<file path="config.mk">
export PLATFORM = sky130hd
export DESIGN_NAME = pt_cs_decoder
export DESIGN_NICKNAME = d
export VERILOG_FILES = /design/src/rtl/pt_pkg.sv /design/src/rtl/pt_cfg_regs.sv /design/src/rtl/pt_term.sv /design/src/rtl/pt_cs_decoder.sv
export SDC_FILE = /design/constraint.sdc
export NUM_CORES = 2
export LEC_CHECK = 0
export ABC_AREA = 1
export ABC_CLOCK_PERIOD_IN_PS = 1600
export BUFFER_PORTS_ARGS = -buffer_cell sky130_fd_sc_hd__buf_2
export CORE_MARGIN = 10
export CORE_UTILIZATION = 30
export CTS_CLUSTER_SIZE = 10
export DETAILED_ROUTE_END_ITERATION = 8
export GPL_TIMING_DRIVEN = 0
export PLACE_DENSITY = 0.52
export SYNTH_ARGS = -nofsm -noshare
export SYNTH_HDL_FRONTEND = slang
export SYNTH_HIERARCHICAL = 1
export SYNTH_SLANG_ARGS = --single-unit
</file>
<file path="constraint.sdc">
create_clock -name clk_i -period 1.6 [get_ports clk_i]
set_input_delay 0.24 -clock clk_i [delete_from_list [all_inputs] [get_ports clk_i]]
set_output_delay 0.24 -clock clk_i [all_outputs]
set_load 0.01 [all_outputs]
</file>
<file path="src/rtl/pt_pkg.sv">
package pt_pkg;
  localparam int ADDR_HI_W = 8;
  localparam int PAGE_W    = 4;
  localparam int GP_W      = 4;
  localparam int IN_W      = ADDR_HI_W + PAGE_W + 1 + GP_W + 3;

  localparam int N_EXT4    = 4;  // outputs with four terms
  localparam int N_EXT2    = 4;  // outputs with two terms
  localparam int N_EXT1    = 3;  // outputs with one term
  localparam int N_EXT     = N_EXT4 + N_EXT2 + N_EXT1;
  localparam int N_BANK    = 8;
  localparam int N_DIR     = 3;

  localparam int EXT_TERMS = 4*N_EXT4 + 2*N_EXT2 + N_EXT1;
  localparam int BANK_BASE = EXT_TERMS;
  localparam int SRAM_TERM = BANK_BASE + N_BANK;
  localparam int IO_TERM   = SRAM_TERM + 1;
  localparam int DIR_BASE  = IO_TERM + 1;
  localparam int N_TERM    = DIR_BASE + N_DIR;

  localparam int CFG_AW    = $clog2(2*N_TERM + 2);
  localparam int POL_ADDR  = 2*N_TERM;
  localparam int MODE_ADDR = 2*N_TERM + 1;

  function automatic int ext_base(input int e);
    if (e < N_EXT4)               return 4*e;
    else if (e < N_EXT4 + N_EXT2) return 4*N_EXT4 + 2*(e - N_EXT4);
    else                          return 4*N_EXT4 + 2*N_EXT2 + (e - N_EXT4 - N_EXT2);
  endfunction

  function automatic int ext_cnt(input int e);
    if (e < N_EXT4)               return 4;
    else if (e < N_EXT4 + N_EXT2) return 2;
    else                          return 1;
  endfunction
endpackage

</file>
<file path="src/rtl/pt_cfg_regs.sv">
module pt_cfg_regs
  import pt_pkg::*;
(
  input  logic                          clk_i,
  input  logic                          rst_ni,
  input  logic                          cfg_we_i,
  input  logic [CFG_AW-1:0]             cfg_addr_i,
  input  logic [IN_W-1:0]               cfg_data_i,
  output logic [N_TERM-1:0][IN_W-1:0]   care_o,
  output logic [N_TERM-1:0][IN_W-1:0]   match_o,
  output logic [N_EXT-1:0]              pol_o,
  output logic                          mode_o
);
  logic [N_TERM-1:0][IN_W-1:0] care_q, match_q;
  logic [N_EXT-1:0]            pol_q;
  logic                        mode_q;

  always_ff @(posedge clk_i or negedge rst_ni) begin
    if (!rst_ni) begin
      care_q  <= '0;
      match_q <= '0;
      pol_q   <= '0;
      mode_q  <= 1'b0;
    end else if (cfg_we_i) begin
      for (int k = 0; k < N_TERM; k++) begin
        if (cfg_addr_i == CFG_AW'(2*k))   care_q[k]  <= cfg_data_i;
        if (cfg_addr_i == CFG_AW'(2*k+1)) match_q[k] <= cfg_data_i;
      end
      if (cfg_addr_i == CFG_AW'(POL_ADDR))  pol_q  <= cfg_data_i[N_EXT-1:0];
      if (cfg_addr_i == CFG_AW'(MODE_ADDR)) mode_q <= cfg_data_i[0];
    end
  end

  assign care_o  = care_q;
  assign match_o = match_q;
  assign pol_o   = pol_q;
  assign mode_o  = mode_q;

  p_pol_write_r11: assert property (@(posedge clk_i) disable iff (!rst_ni)
    (cfg_we_i && cfg_addr_i == CFG_AW'(POL_ADDR)) |=> pol_q == $past(cfg_data_i[N_EXT-1:0]));

  p_ignored_addr_r11: assert property (@(posedge clk_i) disable iff (!rst_ni)
    (cfg_we_i && cfg_addr_i > CFG_AW'(MODE_ADDR))
      |=> ($stable(pol_q) && $stable(mode_q) && $stable(care_q) && $stable(match_q)));
endmodule

</file>
<file path="src/rtl/pt_term.sv">
module pt_term
  import pt_pkg::*;
(
  input  logic [IN_W-1:0] vec_i,
  input  logic [IN_W-1:0] care_i,
  input  logic [IN_W-1:0] match_i,
  output logic            hit_o
);
  // an empty care word disables the term instead of matching everything
  assign hit_o = (|care_i) && (((vec_i ^ match_i) & care_i) == '0);
endmodule

</file>
<file path="src/rtl/pt_cs_decoder.sv">
module pt_cs_decoder
  import pt_pkg::*;
(
  input  logic              clk_i,
  input  logic              rst_ni,
  input  logic              cfg_we_i,
  input  logic [CFG_AW-1:0] cfg_addr_i,
  input  logic [IN_W-1:0]   cfg_data_i,
  input  logic [ADDR_HI_W-1:0] addr_hi_i,
  input  logic [PAGE_W-1:0] page_i,
  input  logic              a19_csi_i,
  input  logic [GP_W-1:0]   gp_i,
  input  logic              rd_i,
  input  logic              wr_i,
  input  logic              ale_i,
  output logic [N_BANK-1:0] bank_sel_o,
  output logic              sram_sel_o,
  output logic              io_sel_o,
  output logic              ad_in_sel_o,
  output logic              ad_addr_out_sel_o,
  output logic              ad_data_out_sel_o,
  output logic [N_EXT-1:0]  ext_cs_o,
  output logic              pwr_down_o
);
  logic [N_TERM-1:0][IN_W-1:0] care, match;
  logic [N_EXT-1:0]            pol_q;
  logic                        csi_mode_q;
  logic [IN_W-1:0]             vec;
  logic [N_TERM-1:0]           term_hit;
  logic [N_EXT-1:0]            ext_raw;
  logic                        live;

  pt_cfg_regs i_cfg (
    .clk_i      (clk_i),
    .rst_ni     (rst_ni),
    .cfg_we_i   (cfg_we_i),
    .cfg_addr_i (cfg_addr_i),
    .cfg_data_i (cfg_data_i),
    .care_o     (care),
    .match_o    (match),
    .pol_o      (pol_q),
    .mode_o     (csi_mode_q)
  );

  assign vec = {ale_i, wr_i, rd_i, gp_i, a19_csi_i, page_i, addr_hi_i};

  for (genvar k = 0; k < N_TERM; k++) begin : g_term
    pt_term i_term (
      .vec_i   (vec),
      .care_i  (care[k]),
      .match_i (match[k]),
      .hit_o   (term_hit[k])
    );

    p_empty_term_r6: assert property (@(posedge clk_i) disable iff (!rst_ni)
      (care[k] == '0) |-> !term_hit[k]);
  end

  for (genvar e = 0; e < N_EXT; e++) begin : g_ext
    localparam int B = ext_base(e);
    localparam int C = ext_cnt(e);
    assign ext_raw[e] = |term_hit[B +: C];
  end

  // reset and chip-select-input power-down both deselect everything
  assign live = rst_ni && !(csi_mode_q && a19_csi_i);

  assign bank_sel_o        = live ? term_hit[BANK_BASE +: N_BANK] : '0;
  assign sram_sel_o        = live && term_hit[SRAM_TERM];
  assign io_sel_o          = live && term_hit[IO_TERM];
  assign ad_in_sel_o       = live && term_hit[DIR_BASE];
  assign ad_addr_out_sel_o = live && term_hit[DIR_BASE+1];
  assign ad_data_out_sel_o = live && term_hit[DIR_BASE+2];
  assign ext_cs_o          = (live ? ext_raw : '0) ^ pol_q;
  assign pwr_down_o        = csi_mode_q && a19_csi_i;

  p_csi_off_r8: assert property (@(posedge clk_i) disable iff (!rst_ni)
    (csi_mode_q && a19_csi_i) |-> (bank_sel_o == '0 && !sram_sel_o && !io_sel_o &&
      !ad_in_sel_o && !ad_addr_out_sel_o && !ad_data_out_sel_o &&
      ext_cs_o == pol_q && pwr_down_o));

  p_no_pd_r9: assert property (@(posedge clk_i) disable iff (!rst_ni)
    !csi_mode_q |-> !pwr_down_o);

  p_reset_quiet_r10: assert property (@(posedge clk_i)
    !rst_ni |-> (bank_sel_o == '0 && !sram_sel_o && !io_sel_o && ext_cs_o == '0 &&
      !ad_in_sel_o && !ad_addr_out_sel_o && !ad_data_out_sel_o && !pwr_down_o));
endmodule

</file>
==> results.sh <==
export IMPL_outcome="finished, violations left"
export IMPL_violations="max-capacitance violations, max-slew violations, negative setup slack"
export IMPL_dpl_instance_area_um2=90870
export IMPL_hold_path_class="input port to async pin"
export IMPL_stdcell_count=16380
export IMPL_grt_pass1_wl_mm=574.2
export IMPL_setup_violations=154
export IMPL_wl_met1_mm=165.9
export IMPL_yosysWarnings=6
export IMPL_die_h_um=550.9
export IMPL_drtIter0Drc=10490
export IMPL_tightest_slew_ns=1.513
export IMPL_ff2ff_path_depth=4
export IMPL_top_layer="met5"
export IMPL_numCtsBuffers=190
export IMPL_p_total_mw=108.0
export IMPL_fmax_mhz=352.3
export IMPL_final_critical_path_setup_slack_ns=-1.238
export IMPL_critPathLaunchType="register"
export IMPL_overflow=0
export IMPL_synth_nets=12110
export IMPL_post_drt_wl_per_cell_um=24.98
export IMPL_wl_mm=409.1
export IMPL_grt_max_degree=155
export IMPL_fin_util_pct=35.58
export IMPL_dr_pass1_iters=6
export IMPL_p_per_area_nw_per_um2=1085
export IMPL_critPathRequiredTime_ns=1.36
export IMPL_r2r_start="i_cfg/care_o[121]"
export IMPL_final_common_cell="nand2_1"
export IMPL_clock_latency_ns=0.87
export IMPL_clock_path_buffers=3
export IMPL_drc_errors=0
export IMPL_dp_hpwl_mm=259.7
export IMPL_worstPathMaxFanout=2
export IMPL_start_util_pct=30.21
export IMPL_wl_met3_mm=35.87
export IMPL_grt_pass1_vias=76790
export IMPL_avgSynthCellArea_um2=7.010
export IMPL_postLayoutCellArea_um2=99580
export IMPL_wl_met2_mm=179.1
export IMPL_drv_slew=11
export IMPL_critical_path_top_delay_family="simple AND/OR/NAND/NOR gates"
export IMPL_port_buffers=54
export IMPL_nets=12580
export IMPL_cts_tree="built"
export IMPL_max_cap_viol_count=1
export IMPL_hold_viol=0
export IMPL_syn_area_um2=84560
export IMPL_path_buf_inv=1
export IMPL_r2r_end="i_cfg/care_o[121]"
export IMPL_gp_congestion=0.8976
export IMPL_fillers=29900
export IMPL_die_x_um=550.9
export IMPL_syn_to_final_growth_pct=17.77
export IMPL_register_area_um2=40340
export IMPL_vias_per_cell=5.100
export IMPL_fin_crit_ns=2.838
export IMPL_multi_input_area_um2=38680
export IMPL_yosys_register_bits=1612
export IMPL_drive_gt1_share_pct=9.492
export IMPL_whs_ns=0.01279
export IMPL_crit_top_cell="nand2_2"
export IMPL_cts_root_buf="clkbuf_16"
export IMPL_ios=75
export IMPL_r2r_slack_ns=0.72
export IMPL_rows=194
export IMPL_core_um2=279900
export IMPL_crit_type="register to primary output"
export IMPL_clock_skew_final_ns=0
export IMPL_slew_headroom_pct=-0.8543
export IMPL_crit_path_top_delay_cell="dfrtp_1"
export IMPL_worstPathCellList="or2_1 > nand3_2 > o21ai_1 > nor2_1 > nand2_1 > nor2_4 > or2_4 > nand2_2 > nand2_2 > nand2_2 > buf_6"
export IMPL_yosysUniqueCellTypes=20
export IMPL_clock_sinks=1612
export IMPL_antenna_found_initial=38
export IMPL_cp_arrival_ns=2.60
export IMPL_dp_cells=15890
export IMPL_ir_drop_mv=1.014
export IMPL_drtAntennaViolNets=0
export IMPL_power_leakage_nw=53.47
export IMPL_clkTransAtPathRegs_ns=0.06
export IMPL_final_period_utilization_pct=177.4
export IMPL_vias=83530
export IMPL_rsz0062_at_grt="yes"
export IMPL_yosysSeqAreaShare_pct=47.71
export IMPL_cpPeakStageDelay_ns=0.37
export IMPL_die_area_um2=303500
export IMPL_syn_inst=12060
export IMPL_final_cell_mix="5,259 x nand2_1, 1,984 x nand3_1, 1,609 x dfrtp_1"
export IMPL_track_usage_pct=26.11
export IMPL_cts_max_level=4
export IMPL_end_kind="primary output"
-- registers in the layout, indices dropped and copies added, names as in the netlist --
name           cells
i_cfg/match_o    800
i_cfg/care_o     800
i_cfg/mode_o       1
i_cfg/pol_o       11
-- cell type report --
| cell class | instances | share of cell area [%] |
|---|---|---|
| Antenna cell | 22 | 0.05528 |
| Buffer | 705 | 4.386 |
| Clock buffer | 276 | 5.417 |
| Clock inverter | 15 | 0.2086 |
| Inverter | 594 | 2.244 |
| Multi-Input combinational cell | 9149 | 38.84 |
| Sequential cell | 1612 | 40.51 |
| Tap cell | 3724 | 4.679 |
| Timing Repair Buffer | 281 | 3.656 |
-- logic make-up (layout without fill, tap and decap cells) --
kind of cell / Yosys count / in the layout / synth area share, %
buffers and inverters: 1301 / 1871 / 7.585
AOI/OAI and AO/OA: 121 / 121 / 0.7887
xor gates and xnor gates: 40 / 40 / 0.4143
and+or+nand+nor: 8988 / 8988 / 43.51
other: 0 / 22 / 0
DFF: 1612 / 1612 / 47.71
-- where the power goes --
group          internal, mW  switching [mW]
registers              44.1            2.85
logic                  6.39            13.3
clock network          23.2            18.2
total                  73.7            34.3
-- stage by stage --
stage	setup TNS, ns	worst slack, ns
final	-31.55	-1.238
after global routing	-27.67	-1.356
after CTS	-243.61	-1.294
after detailed placement	-2522.04	-2.616
after global placement	-	-38.83
after floorplan	0	0.006877
-- synthesized netlist by cell type --
master / n / area share [%]
nand2_1: 5318 / 24
nand3_1: 2023 / 12
dfrtp_1: 1612 / 48
nor2_1: 1440 / 6.4
inv_1: 591 / 2.6
clkbuf_1: 313 / 1.4
buf_2: 160 / 0.95
or2_1: 160 / 1.2
buf_6: 144 / 1.9
o21ai_1: 80 / 0.47
buf_4: 61 / 0.54
o22ai_1: 40 / 0.30
or2_0: 40 / 0.30
xor2_1: 40 / 0.41
buf_1: 27 / 0.12
or2_2: 4 / 0.030
inv_2: 3 / 0.013
nor2_2: 3 / 0.022
clkbuf_8: 2 / 0.033
a21oi_4: 1 / 0.019
-- worst min-delay path: stages --
cell    delay, ns
buf_16       0.08
buf_16       0.10
buf_16       0.10
buf_16       0.10
buf_16       0.09
buf_12       0.11
buf_16       0.11
buf_6        0.33
-- routing by layer --
layer | GRT usage [%] | up-vias
met5 | 0 | -
met4 | 15.19 | 8
met2 | 40.15 | 3898
met1 | 34.25 | 40220
li1 | - | 38490
met3 | 5.007 | 907
-- how the worst max path moves through the flow --
| stage | endpoint | slack, ns | start | depth (start not counted) |
|---|---|---|---|---|
| global placement | i_cfg/care_o[397] | -38.83 | rst_ni | 1 |
| floorplan | ext_cs_o[4] | 0.007 | i_cfg/care_o[341] | 11 |
| detailed placement | bank_sel_o[3] | -2.62 | rst_ni | 10 |
| global route | ext_cs_o[1] | -1.36 | i_cfg/care_o[119] | 14 |
| CTS | ext_cs_o[0] | -1.29 | i_cfg/match_o[27] | 13 |
| finish | ext_cs_o[7] | -1.24 | i_cfg/match_o[442] | 11 |
-- what timing repair did --
item | in CTS | in global routing
gates resized for setup | 240 | 126
gates cloned | 12 | 5
pin swaps | 231 | 167
setup buffers | 106 | 45
hold buffers | 14 | 1
setup endpoints to repair | 1313 | 569
endpoints found under the hold margin | 352 | 2
Note: power is estimated with default switching activity, not from simulation.
